<file path="config.mk">
export PLATFORM = sky130hd
export DESIGN_NAME = ms_irq_ctrl
export DESIGN_NICKNAME = d
export VERILOG_FILES = /design/src/rtl/irq_pkg.sv /design/src/rtl/irq_tick_gen.sv /design/src/rtl/irq_period_timer.sv /design/src/rtl/irq_pend_arb.sv /design/src/rtl/ms_irq_ctrl.sv
export SDC_FILE = /design/constraint.sdc
export NUM_CORES = 1
export LEC_CHECK = 0
export ABC_AREA = 0
export ABC_CLOCK_PERIOD_IN_PS = 2480
export BUFFER_PORTS_ARGS = -buffer_cell sky130_fd_sc_hd__buf_2
export CAP_MARGIN = 10
export CORE_MARGIN = 4
export CORE_UTILIZATION = 54
export CTS_CLUSTER_DIAMETER = 60
export DETAILED_ROUTE_END_ITERATION = 10
export GPL_TIMING_DRIVEN = 0
export PLACE_DENSITY = 0.84
export RECOVER_POWER = 50
export SYNTH_ARGS = -nofsm -noshare
export SYNTH_HDL_FRONTEND = slang
export SYNTH_SLANG_ARGS = --single-unit
</file>
<file path="constraint.sdc">
create_clock -name clk -period 2.48 [get_ports clk]
set_clock_uncertainty 0.05 [all_clocks]
set_input_delay 0.248 -clock clk [delete_from_list [all_inputs] [get_ports clk]]
set_output_delay 0.248 -clock clk [all_outputs]
set_load 0.01 [all_outputs]
</file>
<file path="src/rtl/irq_pkg.sv">
`timescale 1ns/1ps
package irq_pkg;

    localparam int NSRC = 3;

    typedef enum logic [1:0] {
        SRC_TIMER = 2'd0,
        SRC_UART  = 2'd1,
        SRC_KBD   = 2'd2,
        SRC_NONE  = 2'd3
    } irq_src_e;

endpackage

</file>
<file path="src/rtl/irq_tick_gen.sv">
`timescale 1ns/1ps
module irq_tick_gen #(
    parameter int CLK_HZ  = 100_000_000,
    parameter int TICK_HZ = 1000
) (
    input  logic clk,
    input  logic rst_n,
    input  logic restart,
    output logic tick
);
    localparam int DIV = CLK_HZ / TICK_HZ;
    localparam int CW  = (DIV > 2) ? $clog2(DIV) : 1;
    localparam logic [CW-1:0] LAST = CW'(DIV - 1);

    generate
        if (DIV < 2) begin : g_bad_div
            $error("irq_tick_gen: CLK_HZ/TICK_HZ must be at least 2");
        end
    endgenerate

    typedef struct packed {
        logic [CW-1:0] cnt;
    } pre_st_t;

    pre_st_t st_d, st_q;

    always_comb begin
        st_d = st_q;
        tick = (st_q.cnt == LAST);
        if (restart) begin
            st_d.cnt = '0;
        end else if (tick) begin
            st_d.cnt = '0;
        end else begin
            st_d.cnt = st_q.cnt + CW'(1);
        end
    end

    always_ff @(posedge clk) begin
        if (!rst_n) begin
            st_q <= '0;
        end else begin
            st_q <= st_d;
        end
    end

    AST_TICK_ISOLATED: assert property (@(posedge clk) disable iff (!rst_n)
        tick |=> !tick);
    AST_RESTART_ALIGN: assert property (@(posedge clk) disable iff (!rst_n)
        restart |=> !tick);

endmodule

</file>
<file path="src/rtl/irq_period_timer.sv">
`timescale 1ns/1ps
module irq_period_timer #(
    parameter int PERIOD_W   = 16,
    parameter int PORT_W     = 8,
    parameter int TIMER_PORT = 129
) (
    input  logic                clk,
    input  logic                rst_n,
    input  logic                io_wr,
    input  logic [PORT_W-1:0]   io_port,
    input  logic [PERIOD_W-1:0] io_wdata,
    input  logic                tick,
    output logic                reload,
    output logic                fire
);
    localparam logic [PORT_W-1:0] PORT_SEL = PORT_W'(TIMER_PORT);

    typedef struct packed {
        logic [PERIOD_W-1:0] period;
        logic [PERIOD_W-1:0] cnt;
    } tmr_st_t;

    tmr_st_t st_d, st_q;

    assign reload = io_wr && (io_port == PORT_SEL);
    assign fire   = (st_q.period != '0) && (st_q.cnt == st_q.period);

    always_comb begin
        st_d = st_q;
        if (reload) begin
            st_d.period = io_wdata;
            st_d.cnt    = '0;
        end else if (st_q.period != '0) begin
            if (fire) begin
                st_d.cnt = '0;
            end else if (tick) begin
                st_d.cnt = st_q.cnt + PERIOD_W'(1);
            end
        end
    end

    always_ff @(posedge clk) begin
        if (!rst_n) begin
            st_q <= '0;
        end else begin
            st_q <= st_d;
        end
    end

    AST_IDLE_AT_ZERO: assert property (@(posedge clk) disable iff (!rst_n)
        (st_q.period == '0) |-> (st_q.cnt == '0 && !fire));
    AST_PERIOD_HOLD: assert property (@(posedge clk) disable iff (!rst_n)
        !reload |=> $stable(st_q.period));
    AST_CNT_BOUNDED: assert property (@(posedge clk) disable iff (!rst_n)
        st_q.cnt <= st_q.period);
    AST_FIRE_REWINDS: assert property (@(posedge clk) disable iff (!rst_n)
        fire |=> (st_q.cnt == '0));
    AST_RELOAD_CLEARS: assert property (@(posedge clk) disable iff (!rst_n)
        reload |=> (st_q.cnt == '0 && !fire));

endmodule

</file>
<file path="src/rtl/irq_pend_arb.sv">
`timescale 1ns/1ps
module irq_pend_arb
    import irq_pkg::*;
#(
    parameter int VEC_W     = 32,
    parameter int VEC_TIMER = 8,
    parameter int VEC_UART  = 12,
    parameter int VEC_KBD   = 16
) (
    input  logic             clk,
    input  logic             rst_n,
    input  logic [NSRC-1:0]  src_evt,
    input  logic             insn_end,
    output logic             take,
    output logic [VEC_W-1:0] vec,
    output logic [1:0]       id
);
    typedef struct packed {
        logic [NSRC-1:0]  pend;
        logic             take;
        irq_src_e         id;
        logic [VEC_W-1:0] vec;
    } arb_st_t;

    arb_st_t         st_d, st_q;
    irq_src_e        sel;
    logic [NSRC-1:0] clr;
    logic [NSRC-1:0] pend_nxt;

    // highest priority pending source (lowest index wins)
    always_comb begin
        sel = SRC_NONE;
        for (int i = NSRC - 1; i >= 0; i--) begin
            if (st_q.pend[i]) begin
                sel = irq_src_e'(2'(i));
            end
        end
        clr = '0;
        if (insn_end && sel != SRC_NONE) begin
            clr = NSRC'(1) << sel;
        end
    end

    // per-source sticky bit: a new pulse outranks a clear
    generate
        for (genvar i = 0; i < NSRC; i++) begin : g_src
            assign pend_nxt[i] = (st_q.pend[i] & ~clr[i]) | src_evt[i];

            AST_PEND_STICKY: assert property (@(posedge clk) disable iff (!rst_n)
                (st_q.pend[i] && !insn_end) |=> st_q.pend[i]);
            AST_EVT_WINS: assert property (@(posedge clk) disable iff (!rst_n)
                src_evt[i] |=> st_q.pend[i]);
        end
    endgenerate

    always_comb begin
        st_d      = st_q;
        st_d.pend = pend_nxt;
        st_d.take = insn_end && (sel != SRC_NONE);
        st_d.id   = SRC_NONE;
        st_d.vec  = '0;
        if (insn_end) begin
            st_d.id = sel;
            case (sel)
                SRC_TIMER: st_d.vec = VEC_W'(VEC_TIMER);
                SRC_UART:  st_d.vec = VEC_W'(VEC_UART);
                SRC_KBD:   st_d.vec = VEC_W'(VEC_KBD);
                default:   st_d.vec = '0;
            endcase
        end
    end

    always_ff @(posedge clk) begin
        if (!rst_n) begin
            st_q      <= '0;
            st_q.id   <= SRC_NONE;
        end else begin
            st_q <= st_d;
        end
    end

    assign take = st_q.take;
    assign vec  = st_q.vec;
    assign id   = st_q.id;

    AST_TAKE_AT_BOUNDARY: assert property (@(posedge clk) disable iff (!rst_n)
        st_q.take |-> $past(insn_end));
    AST_TIMER_FIRST: assert property (@(posedge clk) disable iff (!rst_n)
        (insn_end && st_q.pend[0]) |=> (st_q.take && st_q.id == SRC_TIMER));
    AST_UART_OVER_KBD: assert property (@(posedge clk) disable iff (!rst_n)
        (insn_end && !st_q.pend[0] && st_q.pend[1]) |=> (st_q.id == SRC_UART));
    AST_SERVED_CLEARS: assert property (@(posedge clk) disable iff (!rst_n)
        (insn_end && st_q.pend[0] && !src_evt[0]) |=> !st_q.pend[0]);
    AST_ONE_PER_BOUNDARY: assert property (@(posedge clk) disable iff (!rst_n)
        insn_end |=> ($countones($past(st_q.pend) & ~st_q.pend) <= 1));

endmodule

</file>
<file path="src/rtl/ms_irq_ctrl.sv">
`timescale 1ns/1ps
module ms_irq_ctrl
    import irq_pkg::*;
#(
    parameter int CLK_HZ     = 100_000_000,
    parameter int TICK_HZ    = 1000,
    parameter int PORT_W     = 8,
    parameter int PERIOD_W   = 16,
    parameter int TIMER_PORT = 129,
    parameter int VEC_W      = 32,
    parameter int VEC_TIMER  = 8,
    parameter int VEC_UART   = 12,
    parameter int VEC_KBD    = 16
) (
    input  logic                clk,
    input  logic                rst_n,
    input  logic                io_wr,
    input  logic [PORT_W-1:0]   io_port,
    input  logic [PERIOD_W-1:0] io_wdata,
    input  logic                uart_evt,
    input  logic                kbd_evt,
    input  logic                insn_end,
    output logic                irq_take,
    output logic [VEC_W-1:0]    irq_vec,
    output logic [1:0]          irq_id
);
    logic            ms_tick;
    logic            reload;
    logic            timer_fire;
    logic [NSRC-1:0] src_evt;

    irq_tick_gen #(
        .CLK_HZ  (CLK_HZ),
        .TICK_HZ (TICK_HZ)
    ) u_tick (
        .clk     (clk),
        .rst_n   (rst_n),
        .restart (reload),
        .tick    (ms_tick)
    );

    irq_period_timer #(
        .PERIOD_W   (PERIOD_W),
        .PORT_W     (PORT_W),
        .TIMER_PORT (TIMER_PORT)
    ) u_timer (
        .clk      (clk),
        .rst_n    (rst_n),
        .io_wr    (io_wr),
        .io_port  (io_port),
        .io_wdata (io_wdata),
        .tick     (ms_tick),
        .reload   (reload),
        .fire     (timer_fire)
    );

    assign src_evt = {kbd_evt, uart_evt, timer_fire};

    irq_pend_arb #(
        .VEC_W     (VEC_W),
        .VEC_TIMER (VEC_TIMER),
        .VEC_UART  (VEC_UART),
        .VEC_KBD   (VEC_KBD)
    ) u_arb (
        .clk      (clk),
        .rst_n    (rst_n),
        .src_evt  (src_evt),
        .insn_end (insn_end),
        .take     (irq_take),
        .vec      (irq_vec),
        .id       (irq_id)
    );

endmodule

</file>
==> impl_metrics.tcl, run 1 <==
set metrics [dict create \
    p_per_area_mw_per_mm2 562 \
    slowest_delay_ps 510 \
    rows 26 \
    place_area_mm2 0.00331 \
    cts_tree "done" \
    insertion_delay_ps 340 \
    multi_input_area_mm2 0.00154 \
    min_period_ps 2100 \
    timing.fmax_mhz 476 \
    io_buffers 35 \
    nets 438 \
    ys_warn_count 0 \
    netlist_area_mm2 0.00294 \
    clkSlewWorstSetupHoldPaths_ps 60 \
    antenna_found_initial 0 \
    hold_violations 0 \
    min_path_type "in -> reg" \
    worstPathArrival_ps 2270 \
    synth_edf_count 0 \
    die_h_um 81.8 \
    ff2ff_path_depth 6 \
    vias 2436 \
    cp_max_fo 10 \
    worstHoldEndpoint "u_arb.st_q[36]$_SDFF_PN0_" \
    crit_chain "xnor2_1 > nand4_1 > nor4_1 > a21o_1 > buf_2 > nor2_1" \
    dpl.hpwl_um 4490 \
    htreeDepth 3 \
    clock-sinks 58 \
    first_pass_iters 4 \
    area.sequential_mm2 0.00116 \
    cp-end-kind "flip-flop" \
    required_ps 2650 \
    status "finished clean" \
    die_area_mm2 0.00670 \
    ys_ff_latch 58 \
    grt_use_total_pct 20.1 \
    die_x_um 81.8 \
    postCtsHoldBufs 0 \
    fin_area_mm2 0.00350 \
    grt_pass1_wl_um 10400 \
    r2r_slack_ps 380 \
    rsz0062_at_grt "no" \
    cp_num_buf_inv 1 \
    ys_top_cells_by_area "dfxtp_1 39%, buf_4 8.7%, xnor2_1 7.4%" \
    root_buffer "clkbuf_8" \
    maxCapViolCount 0 \
    overflow 0 \
    holdPathStages 3 \
    wl_per_cell_um 12.5 \
    grt_pass1_vias 2420 \
    setup_tns_ps 0 \
    cp_top_family "simple AND/OR/NAND/NOR gates" \
    utilization_pct 67.3 \
    ir_drop_uv 380 \
    synthFlopType "dfxtp_1" \
    reg2reg_from "u_timer.st_q[0]$_SDFFE_PP0P_" \
    drt_iter0_markers 128 \
    num_antenna_cells 0 \
    ant_nets 0 \
    p_leak_nw 1.53 \
    area_growth_pct 19.0 \
    syn-mean-instance-area_um2 8.87 \
    yosysSeqAreaShare_pct 39.4 \
    drc 0 \
    start_util_pct 56.6 \
    worstMarginPinSlew_ps 692 \
    finalCritPeriodShare_pct 84.7 \
    core_area_mm2 0.00520 \
    ctsResizeCount 0 \
    ys_types 38 \
    min-delay-start "uart_evt" \
    ys_top_cells_by_count "58 x dfxtp_1, 34 x buf_4, 28 x nor2_1, 25 x xnor2_1, 21 x nor2b_1" \
    critPathLaunchType "flip-flop" \
    syn_inst 332 \
    viasPerCell 5.08 \
    nFillCells 446 \
    clk_path_buf_depth 2 \
    crit_type "reg -> reg" \
    finalSetupViolations 0 \
    ios 65 \
    drive_gt1_share_pct 21.0 \
    slowest_stage "nor4_1" \
    drv_slew 0 \
    relSlewSlack_pct 53.9 \
    cts_setup_buffers 0 \
    async_flop_share_pct 0 \
    holdWs_ps 104 \
    grt_max_degree 11 \
    drt-total-wl_um 5990 \
    synth_top_area_share_pct 39.4 \
    yosysMostFrequentCell "dfxtp_1" \
    r2r_end "u_timer.st_q[2]$_SDFFE_PP0P_" \
    gp_congestion 0.847 \
    cts_buffers 9 \
    synth.largest_area_cell "dfxtp_1" \
]
worst min-delay path: cells and delay by family:
| kind | cells | cell delay [ps] |
|---|---|---|
| AOI/OAI and AO/OA | 1 | 30 |
| buffers and inverters | 1 | 80 |
| and+or+nand+nor | 1 | 90 |
power breakdown:
part	switching, mW	internal [mW]	total (mW)	leakage (nW)
Sequential	0.00696	0.942	0.949	0.469
Combinational	0.0642	0.0678	0.132	0.957
Clock	0.351	0.539	0.890	0.106
Total	0.422	1.55	1.97	1.53
worst max-delay path by stage:
| stage | start | endpoint | slack, ps | depth (start not counted) |
|---|---|---|---|---|
| global placement | u_timer.st_q[6]$_SDFFE_PP0P_ | u_timer.st_q[0]$_SDFFE_PP0P_ | 510 | 7 |
| detailed placement | u_timer.st_q[0]$_SDFFE_PP0P_ | u_timer.st_q[2]$_SDFFE_PP0P_ | 430 | 6 |
| floorplan | u_tick.st_q[0]$_SDFF_PP0_ | u_timer.st_q[15]$_SDFFE_PP0P_ | 630 | 7 |
| CTS | u_timer.st_q[0]$_SDFFE_PP0P_ | u_timer.st_q[2]$_SDFFE_PP0P_ | 430 | 6 |
| finish | u_timer.st_q[0]$_SDFFE_PP0P_ | u_timer.st_q[2]$_SDFFE_PP0P_ | 380 | 6 |
| global route | u_timer.st_q[27]$_SDFFE_PN0P_ | u_timer.st_q[8]$_SDFFE_PP0P_ | 220 | 5 |
per-stage QoR:
stage          setup WS, ps  total power [mW]  cells
6_report                379              1.97    480
5_1_grt                 223              2.06    480
4_1_cts                 427              1.99    480
3_5_place_dp            431              1.10    465
3_3_place_gp            509              1.10    465
2_1_floorplan           629              1.06    360
flip-flops by register name, indices dropped and copies added, names as in the netlist:
name          cells
u_arb.take        1
u_arb.id          2
u_tick.st_q      17
u_arb.st_q        3
u_timer.st_q     32
u_arb.vec         3
layout make-up:
| type | count | area share, % |
|---|---|---|
| Clock inverter | 2 | 1.00 |
| Buffer | 46 | 8.93 |
| Multi-Input combinational cell | 247 | 43.9 |
| Inverter | 9 | 0.964 |
| Clock buffer | 13 | 4.82 |
| Sequential cell | 58 | 33.1 |
| Tap cell | 70 | 2.50 |
| Timing Repair Buffer | 35 | 4.75 |
logic make-up (layout without fill, tap and decap cells):
family,count (synthesis),after routing,share of synthesized area [%]
flops,58,58,39.4
other cells,1,29,0.127
fa+ha+maj,2,2,0.850
compound gates,39,39,7.57
mux,16,16,5.44
simple gates,127,127,24.6
buf+inv,55,105,11.9
xor+xnor,34,34,10.1
metal layers:
metal	vias up	global-route usage, %	share of wire (%)
li1	1232	-	-
met1	1115	22.9	42
met2	78	34.2	50
met3	11	7.24	6.3
met4	0	7.64	1.4
met5	-	0	0
layout by cell type (no fill, tap or decap), types with 2 or more instances in the layout:
cell type,n
nand3_1,15
a21oi_1,15
or3_1,2
and2_1,2
clkbuf_1,15
nor3b_1,2
o211ai_1,4
xor2_1,9
and4_1,6
buf_4,34
mux2i_1,16
nor3_1,6
o21ai_0,14
o31ai_1,3
dfxtp_1,58
xnor2_1,25
nand2b_1,2
ha_1,2
nor2b_1,21
buf_2,32
nor2_1,28
and3_1,5
nand2_1,13
nor4_1,8
nand4_1,10
inv_1,9
conb_1,29
clkbuf_8,12
Note: power is estimated with default switching activity, not from simulation.
==> inputs of run 2 (changes only) <==
- ABC_CLOCK_PERIOD_IN_PS: 2480 -> 1900
- CORE_UTILIZATION: 54 -> 49
- PLACE_DENSITY: 0.84 -> 0.81
- clock period: 2.48 -> 1.9 ns (I/O delays scaled with it)
==> impl_metrics.tcl, run 2 (synthesis gave the netlist of run 1 again) <==
set metrics [dict create \
    status "finished clean" \
    area_growth_pct 24.1 \
    start_util_pct 51.9 \
    min_path_type "in -> reg" \
    wl_met2_um 3360 \
    num_antenna_cells 0 \
    grt_use_total_pct 17.9 \
    p_leak_nw 1.59 \
    antenna_found_initial 0 \
    core_area_mm2 0.00568 \
    reg2reg_from "u_tick.st_q[1]$_SDFF_PP0_" \
    insertion_delay_ps 340 \
    grt_pass1_wl_um 10600 \
    p_per_area_mw_per_mm2 702 \
    power_mw 2.56 \
    r2r_slack_ps 20 \
    grt_max_degree 12 \
    worstMarginPinSlew_ps 550 \
    nets 447 \
    ant_nets 0 \
    min-delay-start "kbd_evt" \
    wl_per_cell_um 13.1 \
    top_register "u_timer.st_q" \
    met3_length_um 362 \
    grt_pass1_vias 2417 \
    vias 2508 \
    die_x_um 85.5 \
    timing.fmax_mhz 532 \
    first_pass_iters 5 \
    overflow 0 \
    die_area_mm2 0.00731 \
    critPathLaunchType "flip-flop" \
    relSlewSlack_pct 63.3 \
    dpl.hpwl_um 4620 \
    viasPerCell 5.10 \
    ff2ff_path_depth 7 \
    holdPathStages 3 \
    holdWs_ps 44.9 \
    top_regs "u_timer.st_q: 32 flops, u_tick.st_q: 17 flops" \
    cp_max_fo 7 \
    final_cell_mix "55 x dfxtp_1, 45 x buf_4, 29 x buf_2, 29 x conb_1, 28 x nor2_1" \
    crit_type "reg -> reg" \
    r2r_end "u_timer.st_q[15]$_SDFFE_PP0P_" \
    clkSlewWorstSetupHoldPaths_ps 70 \
    wl_met1_um 2650 \
    worstHoldEndpoint "u_arb.st_q[37]$_SDFF_PN0_" \
    layout.cells.non_filler 492 \
    rsz0062_at_grt "yes" \
    cts_tree "done" \
    highest_layer "met4" \
    gp_congestion 0.818 \
    finalSetupViolations 0 \
    io_buffers 35 \
    clk_path_buf_depth 2 \
    htreeDepth 3 \
    ir_drop_uv 574 \
    largest_reg_flops 32 \
    cp-end-kind "flip-flop" \
    drive_gt1_share_pct 25.7 \
    required_ps 2120 \
    rows 27 \
    die_h_um 85.5 \
    hold_violations 0 \
    cts_buffers 9 \
    drt_iter0_markers 161 \
    clock-sinks 58 \
    worstPathArrival_ps 2100 \
    dpl.cell_count 467 \
    min_period_ps 1880 \
    drt-total-wl_um 6460 \
    setup_tns_ps 0 \
    ios 65 \
    finalCritPeriodShare_pct 99.0 \
    root_buffer "clkbuf_8" \
    drc 0 \
    maxCapViolCount 0 \
    layout_commonest_cell "dfxtp_1" \
    drv_slew 0 \
]
run 2: timing repair:
action | CTS | global route
setup buffers | 6 | 3
resized for setup | 6 | 12
pin swaps | 3 | 3
setup endpoints to repair | 27 | 26
hold buffers | 0 | 0
run 2: final cells by class:
| type | instances | area [um^2] |
|---|---|---|
| timing repair buffer | 44 | 234 |
| fill | 467 | 2020 |
| clock inverter | 6 | 66.3 |
| clock buffer | 10 | 138 |
| multi-input combinational | 247 | 1610 |
| sequential | 58 | 1160 |
| buffer | 46 | 322 |
| inverter | 9 | 33.8 |
| tap | 72 | 90.1 |
run 2: critical path: stages (launching register included):
cell and delay (ps):
dfxtp_2 350, ha_4 150, and4_1 200, and4_1 200, buf_6 130, nand3b_4 110
or4_4 490, a21oi_2 130
run 2: how the worst max path moves through the flow:
stage / from / endpoint / slack (ps) / cells after the start
global placement: u_timer.st_q[27]$_SDFFE_PN0P_ / u_timer.st_q[8]$_SDFFE_PP0P_ / -80 / 5
floorplan: u_tick.st_q[0]$_SDFF_PP0_ / u_timer.st_q[15]$_SDFFE_PP0P_ / 50 / 7
finish: u_tick.st_q[1]$_SDFF_PP0_ / u_timer.st_q[15]$_SDFFE_PP0P_ / 20 / 7
CTS: u_tick.st_q[1]$_SDFF_PP0_ / u_timer.st_q[15]$_SDFFE_PP0P_ / 4 / 7
detailed placement: u_timer.st_q[27]$_SDFFE_PN0P_ / u_timer.st_q[8]$_SDFFE_PP0P_ / -240 / 5
global route: u_tick.st_q[0]$_SDFF_PP0_ / u_timer.st_q[15]$_SDFFE_PP0P_ / -60 / 7
run 2: per-layer routing:
metal	global-route usage, %	vias up
met3	5.19	8
li1	-	1252
met2	31.6	88
met4	6.62	0
met5	0	-
met1	20.4	1160
run 2: through the flow:
| stage | setup slack, ps | util [%] | cell area, um^2 |
|---|---|---|---|
| floorplan | 48.7 | - | 3050 |
| global placement | -75.1 | 58.4 | 3310 |
| detailed placement | -236 | 58.4 | 3310 |
| CTS | 3.81 | 63.3 | 3590 |
| global route | -57.6 | 64.4 | 3650 |
| finish | 19.0 | 64.4 | 3650 |
run 2: power by group:
| part | leakage, nW | switching (mW) | internal [mW] | total [mW] |
|---|---|---|---|---|
| registers | 0.470 | 0.0114 | 1.23 | 1.24 |
| clock network | 0.0945 | 0.501 | 0.639 | 1.14 |
| logic | 1.03 | 0.0866 | 0.0962 | 0.183 |
